==> src/rtl/opdec_pkg.sv <==
package opdec_pkg;

    localparam int INSN_W  = 32;
    localparam int BYTE_W  = 8;
    localparam int NBYTES  = INSN_W / BYTE_W;
    localparam int RIDX_W  = 5;
    localparam int HALF_W  = 16;
    localparam int OPC_W   = 6;
    localparam int XO_W    = 10;
    localparam int SIZE_W  = 4;
    localparam int CRF_W   = 3;
    localparam int SPR_W   = 2;
    localparam int CLS_W   = 4;
    localparam int LI_W    = 24;
    localparam int BD_W    = 14;

    localparam int OPC_LSB = INSN_W - OPC_W;
    localparam int FA_LSB  = OPC_LSB - RIDX_W;
    localparam int FB_LSB  = FA_LSB - RIDX_W;
    localparam int FC_LSB  = FB_LSB - RIDX_W;
    localparam int MB_LSB  = FC_LSB - RIDX_W;
    localparam int ME_LSB  = MB_LSB - RIDX_W;

    typedef enum logic [CLS_W-1:0] {
        CLS_NONE   = 4'd0,
        CLS_ADD    = 4'd1,
        CLS_AND    = 4'd2,
        CLS_OR     = 4'd3,
        CLS_LOAD   = 4'd4,
        CLS_STORE  = 4'd5,
        CLS_CMP    = 4'd6,
        CLS_ROT    = 4'd7,
        CLS_BRANCH = 4'd8
    } op_class_e;

    typedef enum logic [2:0] {
        IMM_NONE,
        IMM_ULO,
        IMM_UHI,
        IMM_SLO,
        IMM_SHI,
        IMM_LI,
        IMM_BD
    } imm_mode_e;

    typedef enum logic [1:0] {
        SRC_NONE,
        SRC_FA,
        SRC_FB,
        SRC_FC
    } reg_src_e;

    typedef enum logic [SPR_W-1:0] {
        SPR_NONE  = 2'd0,
        SPR_LINK  = 2'd1,
        SPR_COUNT = 2'd2
    } spr_e;

    typedef struct packed {
        logic              illegal;
        op_class_e         cls;
        reg_src_e          rd1;
        reg_src_e          rd2;
        reg_src_e          rd3;
        reg_src_e          wr;
        imm_mode_e         imm;
        logic              rec_force;
        logic              rec_bit0;
        logic              lk_bit0;
        logic              aa_bit1;
        logic              upd;
        logic [SIZE_W-1:0] size;
        logic              bobi;
        spr_e              spr;
        logic              crf;
        logic              sh;
        logic              mbme;
    } ctl_t;

    function automatic logic [RIDX_W-1:0] pick_reg(reg_src_e s, logic [INSN_W-1:0] w);
        case (s)
            SRC_FA:  return w[FA_LSB +: RIDX_W];
            SRC_FB:  return w[FB_LSB +: RIDX_W];
            SRC_FC:  return w[FC_LSB +: RIDX_W];
            default: return '0;
        endcase
    endfunction

    function automatic logic [INSN_W-1:0] extend_half(imm_mode_e m, logic [HALF_W-1:0] f);
        logic [INSN_W-1:0] hi;
        hi = {f, {(INSN_W-HALF_W){1'b0}}};
        case (m)
            IMM_ULO: return {{(INSN_W-HALF_W){1'b0}}, f};
            IMM_UHI: return hi;
            IMM_SLO: return {{(INSN_W-HALF_W){f[HALF_W-1]}}, f};
            IMM_SHI: return {{(INSN_W-INSN_W){1'b0}}, hi[INSN_W-1], hi[INSN_W-2:0]};
            default: return '0;
        endcase
    endfunction

endpackage

==> src/rtl/opdec_byteorder.sv <==
module opdec_byteorder
    import opdec_pkg::*;
(
    input  logic [INSN_W-1:0] raw,
    input  logic              big_endian,
    output logic [INSN_W-1:0] word
);
    logic [INSN_W-1:0] reversed;

    for (genvar b = 0; b < NBYTES; b++) begin : g_lane
        assign reversed[b*BYTE_W +: BYTE_W] = raw[(NBYTES-1-b)*BYTE_W +: BYTE_W];
    end

    assign word = big_endian ? raw : reversed;
endmodule

==> src/rtl/opdec_classify.sv <==
module opdec_classify
    import opdec_pkg::*;
(
    input  logic [OPC_W-1:0] opcode,
    input  logic [XO_W-1:0]  xop,
    output ctl_t             ctl
);
    always_comb begin
        ctl = '0;
        case (opcode)
            6'd31: begin
                case (xop)
                    10'd266: begin
                        ctl.cls = CLS_ADD; ctl.wr = SRC_FA; ctl.rd1 = SRC_FB;
                        ctl.rd2 = SRC_FC; ctl.rec_bit0 = 1'b1;
                    end
                    10'd28, 10'd444: begin
                        ctl.cls = (xop == 10'd28) ? CLS_AND : CLS_OR;
                        ctl.wr = SRC_FB; ctl.rd3 = SRC_FA; ctl.rd2 = SRC_FC;
                        ctl.rec_bit0 = 1'b1;
                    end
                    10'd23: begin
                        ctl.cls = CLS_LOAD; ctl.wr = SRC_FA; ctl.rd1 = SRC_FB;
                        ctl.rd2 = SRC_FC; ctl.size = 4'd4;
                    end
                    10'd151: begin
                        ctl.cls = CLS_STORE; ctl.rd3 = SRC_FA; ctl.rd1 = SRC_FB;
                        ctl.rd2 = SRC_FC; ctl.size = 4'd4;
                    end
                    10'd0: begin
                        ctl.cls = CLS_CMP; ctl.rd1 = SRC_FB; ctl.rd2 = SRC_FC;
                        ctl.crf = 1'b1;
                    end
                    default: ctl.illegal = 1'b1;
                endcase
            end
            6'd14, 6'd15: begin
                ctl.cls = CLS_ADD; ctl.wr = SRC_FA; ctl.rd1 = SRC_FB;
                ctl.imm = (opcode == 6'd14) ? IMM_SLO : IMM_SHI;
            end
            6'd24, 6'd25, 6'd28, 6'd29: begin
                ctl.cls = (opcode[2]) ? CLS_AND : CLS_OR;
                ctl.wr = SRC_FB; ctl.rd3 = SRC_FA;
                ctl.imm = (opcode[0]) ? IMM_UHI : IMM_ULO;
                ctl.rec_force = opcode[2];
            end
            6'd32, 6'd33, 6'd34, 6'd40: begin
                ctl.cls = CLS_LOAD; ctl.wr = SRC_FA; ctl.rd1 = SRC_FB;
                ctl.imm = IMM_SLO; ctl.upd = (opcode == 6'd33);
                ctl.size = (opcode == 6'd34) ? 4'd1 : (opcode == 6'd40) ? 4'd2 : 4'd4;
            end
            6'd36, 6'd37, 6'd38, 6'd44: begin
                ctl.cls = CLS_STORE; ctl.rd3 = SRC_FA; ctl.rd1 = SRC_FB;
                ctl.imm = IMM_SLO; ctl.upd = (opcode == 6'd37);
                ctl.size = (opcode == 6'd38) ? 4'd1 : (opcode == 6'd44) ? 4'd2 : 4'd4;
            end
            6'd20, 6'd21, 6'd23: begin
                ctl.cls = CLS_ROT; ctl.wr = SRC_FB; ctl.rd3 = SRC_FA;
                ctl.rec_bit0 = 1'b1; ctl.mbme = 1'b1;
                if (opcode == 6'd23) ctl.rd2 = SRC_FC;
                else                 ctl.sh  = 1'b1;
            end
            6'd18: begin
                ctl.cls = CLS_BRANCH; ctl.imm = IMM_LI;
                ctl.lk_bit0 = 1'b1; ctl.aa_bit1 = 1'b1;
            end
            6'd16: begin
                ctl.cls = CLS_BRANCH; ctl.imm = IMM_BD; ctl.bobi = 1'b1;
                ctl.lk_bit0 = 1'b1; ctl.aa_bit1 = 1'b1;
            end
            6'd19: begin
                if (xop == 10'd16 || xop == 10'd528) begin
                    ctl.cls = CLS_BRANCH; ctl.bobi = 1'b1; ctl.lk_bit0 = 1'b1;
                    ctl.spr = (xop == 10'd16) ? SPR_LINK : SPR_COUNT;
                end else begin
                    ctl.illegal = 1'b1;
                end
            end
            default: ctl.illegal = 1'b1;
        endcase
    end
endmodule

==> src/rtl/opdec_immext.sv <==
module opdec_immext
    import opdec_pkg::*;
(
    input  logic [OPC_LSB-1:0] body,
    input  imm_mode_e          mode,
    output logic [INSN_W-1:0]  imm
);
    localparam int LI_PAD = INSN_W - LI_W - 2;
    localparam int BD_PAD = INSN_W - BD_W - 2;

    logic [LI_W-1:0] li;
    logic [BD_W-1:0] bd;

    assign li = body[LI_W+1:2];
    assign bd = body[BD_W+1:2];

    always_comb begin
        case (mode)
            IMM_LI:  imm = {{LI_PAD{li[LI_W-1]}}, li, 2'b00};
            IMM_BD:  imm = {{BD_PAD{bd[BD_W-1]}}, bd, 2'b00};
            default: imm = extend_half(mode, body[HALF_W-1:0]);
        endcase
    end
endmodule

==> src/rtl/opdec_top.sv <==
module opdec_top
    import opdec_pkg::*;
(
    input  logic [31:0] insn_raw,
    input  logic        big_endian,
    output logic        illegal,
    output logic [3:0]  op_class,
    output logic        rd1_en,
    output logic [4:0]  rd1_sel,
    output logic        rd2_en,
    output logic [4:0]  rd2_sel,
    output logic        rd3_en,
    output logic [4:0]  rd3_sel,
    output logic        wr_en,
    output logic [4:0]  wr_sel,
    output logic [31:0] imm_val,
    output logic        rec_flag,
    output logic        link_flag,
    output logic        abs_flag,
    output logic        upd_flag,
    output logic [3:0]  mem_size,
    output logic [4:0]  bo_field,
    output logic [4:0]  bi_field,
    output logic [1:0]  spr_sel,
    output logic [2:0]  crf_sel,
    output logic [4:0]  shamt,
    output logic [4:0]  mask_begin,
    output logic [4:0]  mask_end
);
    logic [INSN_W-1:0] w;
    ctl_t              ctl;

    opdec_byteorder u_order (
        .raw        (insn_raw),
        .big_endian (big_endian),
        .word       (w)
    );

    opdec_classify u_class (
        .opcode (w[OPC_LSB +: OPC_W]),
        .xop    (w[XO_W:1]),
        .ctl    (ctl)
    );

    opdec_immext u_imm (
        .body (w[OPC_LSB-1:0]),
        .mode (ctl.imm),
        .imm  (imm_val)
    );

    assign illegal  = ctl.illegal;
    assign op_class = ctl.cls;

    assign rd1_en  = (ctl.rd1 != SRC_NONE);
    assign rd2_en  = (ctl.rd2 != SRC_NONE);
    assign rd3_en  = (ctl.rd3 != SRC_NONE);
    assign wr_en   = (ctl.wr  != SRC_NONE);
    assign rd1_sel = pick_reg(ctl.rd1, w);
    assign rd2_sel = pick_reg(ctl.rd2, w);
    assign rd3_sel = pick_reg(ctl.rd3, w);
    assign wr_sel  = pick_reg(ctl.wr,  w);

    assign rec_flag  = ctl.rec_force | (ctl.rec_bit0 & w[0]);
    assign link_flag = ctl.lk_bit0 & w[0];
    assign abs_flag  = ctl.aa_bit1 & w[1];
    assign upd_flag  = ctl.upd;
    assign mem_size  = ctl.size;
    assign spr_sel   = ctl.spr;

    assign bo_field   = ctl.bobi ? w[FA_LSB +: RIDX_W] : '0;
    assign bi_field   = ctl.bobi ? w[FB_LSB +: RIDX_W] : '0;
    assign crf_sel    = ctl.crf  ? w[INSN_W-OPC_W-1 -: CRF_W] : '0;
    assign shamt      = ctl.sh   ? w[FC_LSB +: RIDX_W] : '0;
    assign mask_begin = ctl.mbme ? w[MB_LSB +: RIDX_W] : '0;
    assign mask_end   = ctl.mbme ? w[ME_LSB +: RIDX_W] : '0;
endmodule

==> config.mk <==
export PLATFORM = sky130hd
export DESIGN_NAME = opdec_top
export DESIGN_NICKNAME = d
export VERILOG_FILES = /design/src/rtl/opdec_pkg.sv /design/src/rtl/opdec_byteorder.sv /design/src/rtl/opdec_classify.sv /design/src/rtl/opdec_immext.sv /design/src/rtl/opdec_top.sv
export SDC_FILE = /design/constraint.sdc
export NUM_CORES = 1
export LEC_CHECK = 0
export BUFFER_PORTS_ARGS = -buffer_cell sky130_fd_sc_hd__buf_2
export CAP_MARGIN = 20
export CORE_UTILIZATION = 54
export DETAILED_ROUTE_END_ITERATION = 12
export GPL_ROUTABILITY_DRIVEN = 0
export PLACE_DENSITY_LB_ADDON = 0.05
export SYNTH_ARGS = -nofsm -noshare
export SYNTH_HDL_FRONTEND = slang
export SYNTH_HIERARCHICAL = 1
export SYNTH_SLANG_ARGS = --single-unit
==> constraint.sdc <==
create_clock -name vclk -period 7.2
set_input_delay 1.08 -clock vclk [all_inputs]
set_output_delay 1.08 -clock vclk [all_outputs]
set_load 0.01 [all_outputs]
==> results by group, run 1 <==
Pwr
  – Leakage: 1.66 nW
  – Int Pwr: 0.111 mW
  – Net Switching: 0.147 mW
  – Power share of the clock group: 0
  – Peak supply drop: 0.0439 mV
  – Pwr/cell area: 78.4 nW/µm²
  – Net Sw Frac: 0.568
  – Power share of the combinational group: 1.000
  – Part of the power in registers: 0

Logic synthesis
  – Synth top cells by count: 32 x mux2_4, 32 x nor2b_1, 31 x and2_1
  – Synth top area share: 0.174
  – Mean area per synthesized cell: 7.70 µm²
  – Synth warn: 6
  – Sequential share of the synthesized area: 0
  – Top cells by area, synth: mux2_4 17%, nor2b_1 7.2%, and2_1 7.0%
  – Post-Synthesis Cells: 359
  – Cell variety after synth: 63
  – Yosys top cell by area: mux2_4
  – Cell Area, Synth: 2760 µm²

Route
  – Vias/cell: 6.13
  – ANT nets after route: 0
  – Initial DRC count: 348
  – Via count: 3253
  – Detailed Routing Iterations Pass 1: 5
  – Wirelength per Cell: 16.8 µm
  – Detailed-route DRC error count: 0
  – WL final: 8940 µm

Outcome
  – Status: complete, no violations

Floorplanning
  – Die Width: 73.5 µm
  – Die Height: 73.5 µm
  – Ports: 132
  – DIE AREA: 5410 µm²
  – Core box area: 4820 µm²
  – Row cnt: 25
  – Starting Density: 0.574

Hold path
  – HP Class: input pin to output port

STA
  – Post-layout min period: 5.47 ns
  – Final Hold Fails: 0
  – Max_slew headroom: 0.352
  – Setup-failing EPs final: 0
  – Slew Viols, Final: 0
  – Final critical-path share of the clock period: 0.760
  – Fmax: 183 MHz
  – Worst slew pin tran: 0.969 ns
  – RSZ-0062 raised after global routing: false
  – Setup TNS: 0 ns

Final layout
  – Clock buffers: 0
  – Net count, final: 499
  – Area grow syn2layout: 19.0%
  – Fillers: 450
  – Seq. cell area: 0 µm²
  – N_diodes: 0
  – Area of the multi-input gates: 2510 µm²
  – Post-layout util: 0.683
  – Share of layout cells above drive strength 1: 0.440
  – Seq cells: 0

Critical path
  – CP Class: input pin to output port
  – Crit path launch type: input pin
  – Crit-path max FO: 27
  – CP Data Arrival Time: 4.39 ns
  – Worst Path Required: 6.12 ns
  – CP endpoint kind: output port

Place
  – HPWL after DPL: 6760 µm
  – IO buf count: 131

Clocking
  – Post-CTS setup repair buffer count: 0
  – Post-CTS sizing: 0
  – Hold Buf Count CTS: 0

Job
  – Max-cap viol count: 0

Global route
  – Initial antenna violation count: 0
  – Grt total ovfl: 0
  – Largest net degree at the start of global routing: 29
  – Total GRT Usage: 0.314
  – Vias in the first global route: 2726
  – First-pass GRT wire length: 13500 µm
[placed cells by master, fill, tap and decap left out, types with 5 or more instances in the layout]
cell type	instances
o21ai_0	27
nor2_1	9
o2111ai_1	6
nor3_1	6
a21oi_1	19
or3_1	5
and3b_1	6
nand2b_1	9
or2_2	7
a32oi_1	10
and2b_1	7
mux2_4	32
and2_1	31
a22o_1	20
mux2_2	16
buf_4	5
nor2b_1	32
buf_2	131
nand2_1	29
[logic make-up after synthesis]
family                     synth area share
other                               0.00136
xor gates and xnor gates            0.00317
AOI/OAI and AO/OA                     0.267
and+or+nand+nor                       0.374
buffers and inverters                0.0955
adders and majority gates           0.00362
muxes                                 0.255
[power by group through the flow]
stage | Sequential (mW) | Clock [mW] | Combinational, mW
2_1_floorplan | 0 | 0 | 0.183
3_3_place_gp | 0 | 0 | 0.249
3_5_place_dp | 0 | 0 | 0.253
4_1_cts | 0 | 0 | 0.254
5_1_grt | 0 | 0 | 0.277
6_report | 0 | 0 | 0.258
[per-stage QoR]
stage / area [µm²] / setup slack, ns / std cells / hold WS (ns) / total power [mW]
4_1_cts: 3290 / 1.75 / 531 / 2.68 / 0.254
2_1_floorplan: 2770 / 2.38 / 361 / 2.41 / 0.183
3_5_place_dp: 3290 / 1.76 / 531 / 2.68 / 0.253
5_1_grt: 3290 / 1.55 / 531 / 2.69 / 0.277
3_3_place_gp: 3290 / 1.82 / 531 / 2.67 / 0.249
6_report: 3290 / 1.73 / 531 / 2.68 / 0.258
[worst max-delay path, stage by stage]
cell and delay, ns:
buf_2 0.31, mux2_2 0.55, or3b_2 0.51, a311oi_1 0.26, a21oi_1 0.07, o21ai_1 0.14
buf_4 0.27, xor2_1 0.80, and2b_1 0.26, buf_2 0.13
[area by class of cell]
cell class | count | area share
repair buffers | 136 | 0.211
well taps | 67 | 0.0255
multi-input cells | 327 | 0.763
inverters | 1 | 0.00114
[final timing paths]
check | from | to | slack (ns) | depth (start not counted)
max | big_endian | imm_val[14] | 1.73 | 10
min | insn_raw[8] | bi_field[0] | 2.68 | 4
[routing by layer]
layer	part of all wire	up-vias	GRT usage
li1	-	1540	-
met3	0.098	10	0.0137
met1	0.43	1519	0.456
met2	0.46	184	0.514
met5	0	-	0
met4	0.012	0	0.0577
Note: power is estimated with default switching activity, not from simulation.
==> inputs of run 2 (changes only) <==
- ABC_AREA: not set -> 1
- CORE_UTILIZATION: 54 -> 49
- clock period: 7.2 -> 5.37 ns (I/O delays scaled with it)
==> run 2 against run 1 <==
Effect of this change:
- sequential share of layout area stayed put
- non-clock buffer count is 4 lower
- routed wire length is 1.8% higher
- via count is 17% higher
- sequential cell count stayed put
- power is 15% higher
- synthesized area is 8.0% lower
- synthesized cell count is 50% higher
- global-route usage is 0.37 points higher
- die area is 1.4% higher
- cell count is 35% higher
==> results by group, run 2 <==
Outcome
  – Status: complete, no violations (unchanged)

Floorplanning
  – Core box area: 4850 µm² (was 4820 µm²)
  – Ports: 132 (unchanged)
  – DIE AREA: 5480 µm² (was 5410 µm²)
  – Die Width: 74.1 µm (was 73.5 µm)
  – Starting Density: 0.525 (was 0.574)
  – Die Height: 74.1 µm (was 73.5 µm)
  – Row cnt: 25 (unchanged)

Place
  – IO buf count: 131 (unchanged)
  – DP Area: 3040 µm² (was 3290 µm²)
  – DP Cell Count: 715 (was 531)
  – HPWL after DPL: 7210 µm (was 6760 µm)

Critical path
  – Cell mode on critical path: nand2_1 (was buf_2)
  – Worst Path Required: 4.56 ns (was 6.12 ns)
  – Delay-heaviest family, CP: simple AND/OR/NAND/NOR gates (was XOR/XNOR gates)
  – Crit-path max cell delay: 0.48 ns (was 0.80 ns)
  – CP Class: input pin to output port (unchanged)
  – CP bufs+invs: 5 (was 3)
  – Crit path launch type: input pin (unchanged)
  – CP Data Arrival Time: 3.76 ns (was 4.39 ns)
  – Crit-path cells: buf_2 > inv_8 > nand2_1 > nand2_1 > nand2_1 > inv_1 > nand3_1 > nand3_2 > nor2_2 > nand3_1 > inv_2 > a21oi_1 > nor2_2 > nor2_1 > buf_2 (was buf_2 > mux2_2 > or3b_2 > a311oi_1 > a21oi_1 > o21ai_1 > buf_4 > xor2_1 > and2b_1 > buf_2)
  – Slowest CP cell: buf_2 (was xor2_1)
  – Crit-path max FO: 33 (was 27)
  – CP endpoint kind: output port (unchanged)

Clocking
  – Hold Buf Count CTS: 0 (unchanged)
  – Post-CTS sizing: 0 (unchanged)
  – Post-CTS setup repair buffer count: 0 (unchanged)

Logic synthesis
  – Mean area per synthesized cell: 4.71 µm² (was 7.70 µm²)
  – Sequential share of the synthesized area: 0 (unchanged)
  – Post-Synthesis Cells: 540 (was 359)
  – Synth top cells by count: 180 x nand2_1, 124 x nand3_1, 86 x inv_1 (was 32 x mux2_4, 32 x nor2b_1, 31 x and2_1)
  – Yosys top cell by area: nand2_1 (was mux2_4)
  – Count leader, synth: nand2_1
  – Cell variety after synth: 28 (was 63)
  – Synth warn: 6 (unchanged)
  – Synth top area share: 0.266 (was 0.174)
  – Top cells by area, synth: nand2_1 27%, nand3_1 24%, inv_1 13% (was mux2_4 17%, nor2b_1 7.2%, and2_1 7.0%)
  – Cell Area, Synth: 2540 µm² (was 2760 µm²)

STA
  – Setup TNS: 0 ns (unchanged)
  – RSZ-0062 raised after global routing: false (unchanged)
  – Worst slew pin tran: 0.678 ns (was 0.969 ns)
  – Final critical-path share of the clock period: 0.849
  – Fmax: 219 MHz
  – Post-layout min period: 4.56 ns
  – Setup-failing EPs final: 0 (unchanged)
  – Slew Viols, Final: 0 (unchanged)
  – Final Hold Fails: 0 (unchanged)
  – Max_slew headroom: 0.547 (was 0.352)

Global route
  – Grt total ovfl: 0 (unchanged)
  – Largest net degree at the start of global routing: 34 (was 29)
  – Total GRT Usage: 0.318 (was 0.314)
  – First-pass GRT wire length: 14000 µm (was 13500 µm)
  – Vias in the first global route: 3019 (was 2726)
  – Initial antenna violation count: 0 (unchanged)

Pwr
  – Leakage: 2.23 nW (was 1.66 nW)
  – Peak supply drop: 0.0438 mV (was 0.0439 mV)
  – Pwr/cell area: 97.7 nW/µm² (was 78.4 nW/µm²)

Route
  – Wirelength per Cell: 12.7 µm (was 16.8 µm)
  – Detailed-route DRC error count: 0 (unchanged)
  – WL final: 9100 µm (was 8940 µm)
  – Via count: 3794 (was 3253)
  – Vias/cell: 5.31 (was 6.13)
  – Detailed Routing Iterations Pass 1: 5 (unchanged)
  – ANT nets after route: 0 (unchanged)
  – Initial DRC count: 335 (was 348)

Final layout
  – Area of the multi-input gates: 1930 µm² (was 2510 µm²)
  – Seq. cell area: 0 µm² (unchanged)
  – N_diodes: 0 (unchanged)
  – Area grow syn2layout: 19.4% (was 19.0%)
  – Net count, final: 683 (was 499)
  – Share of layout cells above drive strength 1: 0.261 (was 0.440)
  – Most frequent cells in the layout: 180 x nand2_1, 131 x buf_2, 124 x nand3_1 (was 131 x buf_2, 32 x mux2_4, 32 x nor2b_1)
  – Leading cell type in the layout, fill and taps excluded: nand2_1 (was buf_2)
  – Fillers: 518 (was 450)
  – Clock buffers: 0 (unchanged)
  – Final instance area: 3040 µm² (was 3290 µm²)
  – Seq cells: 0 (unchanged)
  – Final Non-Filler Cells: 715 (was 531)

Job
  – Max-cap viol count: 0 (unchanged)

Hold path
  – HP Class: input pin to output port (unchanged)
-- run 2: cell types whose count changed after synthesis, moves of 20 or more --
cell,before,now
nor2_1,9,52
a22o_1,20,0
and2_1,31,0
nor2b_1,32,0
nand3_1,4,124
nand2_1,29,180
mux2_4,32,0
inv_1,1,86
nand4_1,0,21
o21ai_0,28,2
-- run 2: metal layers --
| metal | wire length, µm | track usage | up-vias | share of wire |
|---|---|---|---|---|
| li1 | - | - | 1917 | - |
| met1 | 3760 | 0.428 | 1624 | 0.41 |
| met2 | 4240 | 0.570 | 238 | 0.47 |
| met3 | 1010 | 0.00678 | 15 | 0.11 |
| met4 | 89 | 0.0534 | 0 | 0.0098 |
| met5 | 0 | 0 | - | 0 |
-- run 2: cell families (layout without fill, tap and decap cells) --
kind of cell | after synthesis | after routing | synth area share
AOI/OAI and AO/OA | 7 | 7 | 0.0162
buffers and inverters | 120 | 226 | 0.246
other | 1 | 3 | 0.00147
and+or+nand+nor | 412 | 412 | 0.736
-- run 2: report_power, final --
group / switching (mW) / total (mW) / internal, mW
Clock: 0 / 0 / 0
Combinational: 0.205 / 0.297 / 0.0919
Sequential: 0 / 0 / 0
-- run 2: path summary, 6_finish.rpt --
| check | from | to | slack (ns) | cells after the start |
|---|---|---|---|---|
| worst max-delay path | big_endian | imm_val[10] | 0.81 | 15 |
| worst min-delay path | insn_raw[7] | mask_begin[1] | 2.16 | 6 |
-- run 2: stage by stage --
step	setup WS, ns	power [mW]	utilization	hold WS, ns
2_1_floorplan	1.89	0.209	-	1.84
3_3_place_gp	0.982	0.288	0.627	2.14
3_5_place_dp	0.876	0.290	0.627	2.16
4_1_cts	0.887	0.291	0.627	2.16
5_1_grt	0.485	0.328	0.627	2.20
6_report	0.809	0.297	0.627	2.16
-- run 2: final cells by class --
class / count / share of cell area
multi-input cells: 422 / 0.634
repair buffers: 132 / 0.218
inverters: 94 / 0.120
well taps: 67 / 0.0276
==> inputs of run 3 (changes only) <==
- clock period: 5.37 -> 4.6 ns (I/O delays scaled with it)
==> run 3 against run 2 <==
Effect of this change:
- core utilization is the same
- setup slack lost 0.31 ns
- largest cell class unchanged
- combinational power grew 16%
- worst hold slack lost 0.25 ns
- cell count is the same
- non-clock buffer count is the same
==> results by group, run 3 (synthesis results as in run 2) <==
Outcome
  – Status: complete, no violations (unchanged)

Final layout
  – Clock buffers: 0 (unchanged)
  – Area grow syn2layout: 19.4% (unchanged)
  – Seq. cell area: 0 µm² (unchanged)
  – Leading cell type in the layout, fill and taps excluded: nand2_1 (unchanged)
  – Share of layout cells above drive strength 1: 0.261 (unchanged)
  – Net count, final: 683 (unchanged)
  – Most frequent cells in the layout: 180 x nand2_1, 131 x buf_2, 124 x nand3_1 (unchanged)
  – Seq cells: 0 (unchanged)
  – Fillers: 525 (was 518)
  – N_diodes: 0 (unchanged)

STA
  – Setup-failing EPs final: 0 (unchanged)
  – Final critical-path share of the clock period: 0.892
  – Worst slew pin tran: 0.803 ns (was 0.678 ns)
  – Post-layout min period: 4.10 ns
  – Final Hold Fails: 0 (unchanged)
  – RSZ-0062 raised after global routing: false (unchanged)
  – Max_slew headroom: 0.465 (was 0.547)
  – Fmax: 244 MHz
  – Setup TNS: 0 ns (unchanged)
  – Slew Viols, Final: 0 (unchanged)

Critical path
  – CP endpoint kind: output port (unchanged)
  – CP Class: input pin to output port (unchanged)
  – Crit path launch type: input pin (unchanged)
  – Slowest CP cell: nor2_2 (was buf_2)
  – Crit-path max FO: 30 (was 33)
  – Crit-path max cell delay: 0.43 ns (was 0.48 ns)
  – Worst Path Required: 3.91 ns (was 4.56 ns)
  – CP Data Arrival Time: 3.41 ns (was 3.76 ns)
  – Cell mode on critical path: nand2_1 (unchanged)
  – Crit-path cells: buf_2 > buf_4 > nand2_1 > nand2_1 > inv_1 > nand2_1 > inv_1 > nand3_1 > nand3_2 > nor2_2 > nand3_1 > inv_2 > a21oi_1 > nor2_2 > nor2_1 > buf_2 (was buf_2 > inv_8 > nand2_1 > nand2_1 > nand2_1 > inv_1 > nand3_1 > nand3_2 > nor2_2 > nand3_1 > inv_2 > a21oi_1 > nor2_2 > nor2_1 > buf_2)

Pwr
  – Power share of the combinational group: 1.000 (about the same)
  – Leakage: 2.23 nW (about the same)
  – Net Switching: 0.239 mW (was 0.205 mW)
  – Net Sw Frac: 0.691 (about the same)
  – Power share of the clock group: 0 (about the same)
  – Peak supply drop: 0.0537 mV (was 0.0438 mV)
  – Pwr/cell area: 114 nW/µm² (was 97.7 nW/µm²)
  – Int Pwr: 0.107 mW (was 0.0919 mW)
  – Part of the power in registers: 0 (about the same)
  – Pwr Total: 0.346 mW (was 0.297 mW)

Global route
  – Grt total ovfl: 0 (unchanged)
  – First-pass GRT wire length: 13800 µm (was 14000 µm)
  – Initial antenna violation count: 0 (unchanged)
  – Largest net degree at the start of global routing: 33 (was 34)
  – Total GRT Usage: 0.315 (was 0.318)
  – Vias in the first global route: 3031 (was 3019)

Route
  – Detailed-route DRC error count: 0 (unchanged)
  – Detailed Routing Iterations Pass 1: 5 (unchanged)
  – WL final: 9040 µm (was 9100 µm)
  – ANT nets after route: 0 (unchanged)
  – Via count: 3791 (was 3794)
  – Initial DRC count: 316 (was 335)
  – Vias/cell: 5.30 (was 5.31)
  – Wirelength per Cell: 12.6 µm (was 12.7 µm)

Floorplanning
  – Starting Density: 0.525 (unchanged)
  – Ports: 132 (unchanged)
  – Die Height: 74.1 µm (unchanged)
  – Row cnt: 25 (unchanged)
  – Core box area: 4850 µm² (unchanged)
  – DIE AREA: 5480 µm² (unchanged)
  – Die Width: 74.1 µm (unchanged)

Place
  – IO buf count: 131 (unchanged)
  – HPWL after DPL: 7170 µm (was 7210 µm)

Clocking
  – Post-CTS sizing: 0 (unchanged)
  – Hold Buf Count CTS: 0 (unchanged)
  – Post-CTS setup repair buffer count: 0 (unchanged)

Job
  – Max-cap viol count: 0 (unchanged)

Hold path
  – HP Class: input pin to output port (unchanged)
-- run 3: cell counts in the layout (fill, tap and decap cells not counted) --
No cell type changed its count.
-- run 3: layout make-up --
cell class / instances / area [µm²] / area share
inverter: 94 / 365 / 0.120
multi-input combinational: 422 / 1930 / 0.634
tap: 67 / 83.8 / 0.0276
timing repair buffer: 132 / 663 / 0.218
-- run 3: power groups by stage --
| stage | Clock (mW) | Combinational [mW] | Sequential, mW |
|---|---|---|---|
| global route | 0 | 0.383 | 0 |
| floorplan | 0 | 0.244 | 0 |
| detailed placement | 0 | 0.338 | 0 |
| global placement | 0 | 0.333 | 0 |
| finish | 0 | 0.346 | 0 |
| CTS | 0 | 0.339 | 0 |
-- run 3: path summary, 6_finish.rpt --
path                    start           to  slack, ns  depth (start not counted)
setup / recovery   big_endian  imm_val[12]       0.50                         16
hold / removal    insn_raw[5]  mem_size[0]       1.91                          5
-- run 3: layer usage --
layer / vias up / part of all wire / track usage
met4: 0 / 0.013 / 0.0769
li1: 1911 / - / -
met1: 1641 / 0.43 / 0.439
met5: - / 0 / 0
met2: 223 / 0.46 / 0.534
met3: 16 / 0.096 / 0.00949
-- run 3: worst max-delay path, delay by kind of cell --
family	cells	cell delay (ns)
AO/OA/AOI/OAI	1	0.08
buffers and inverters	6	1.08
AND/OR/NAND/NOR	9	1.54
-- run 3: per-stage QoR --
step / worst slack, ns / cells / hold slack (ns) / cell area, µm² / utilization
detailed placement: 0.528 / 715 / 1.91 / 3040 / 0.627
CTS: 0.535 / 715 / 1.92 / 3040 / 0.627
finish: 0.496 / 715 / 1.91 / 3040 / 0.627
floorplan: 1.35 / 542 / 1.60 / 2550 / -
global route: 0.224 / 715 / 1.96 / 3040 / 0.627
global placement: 0.730 / 715 / 1.91 / 3040 / 0.627
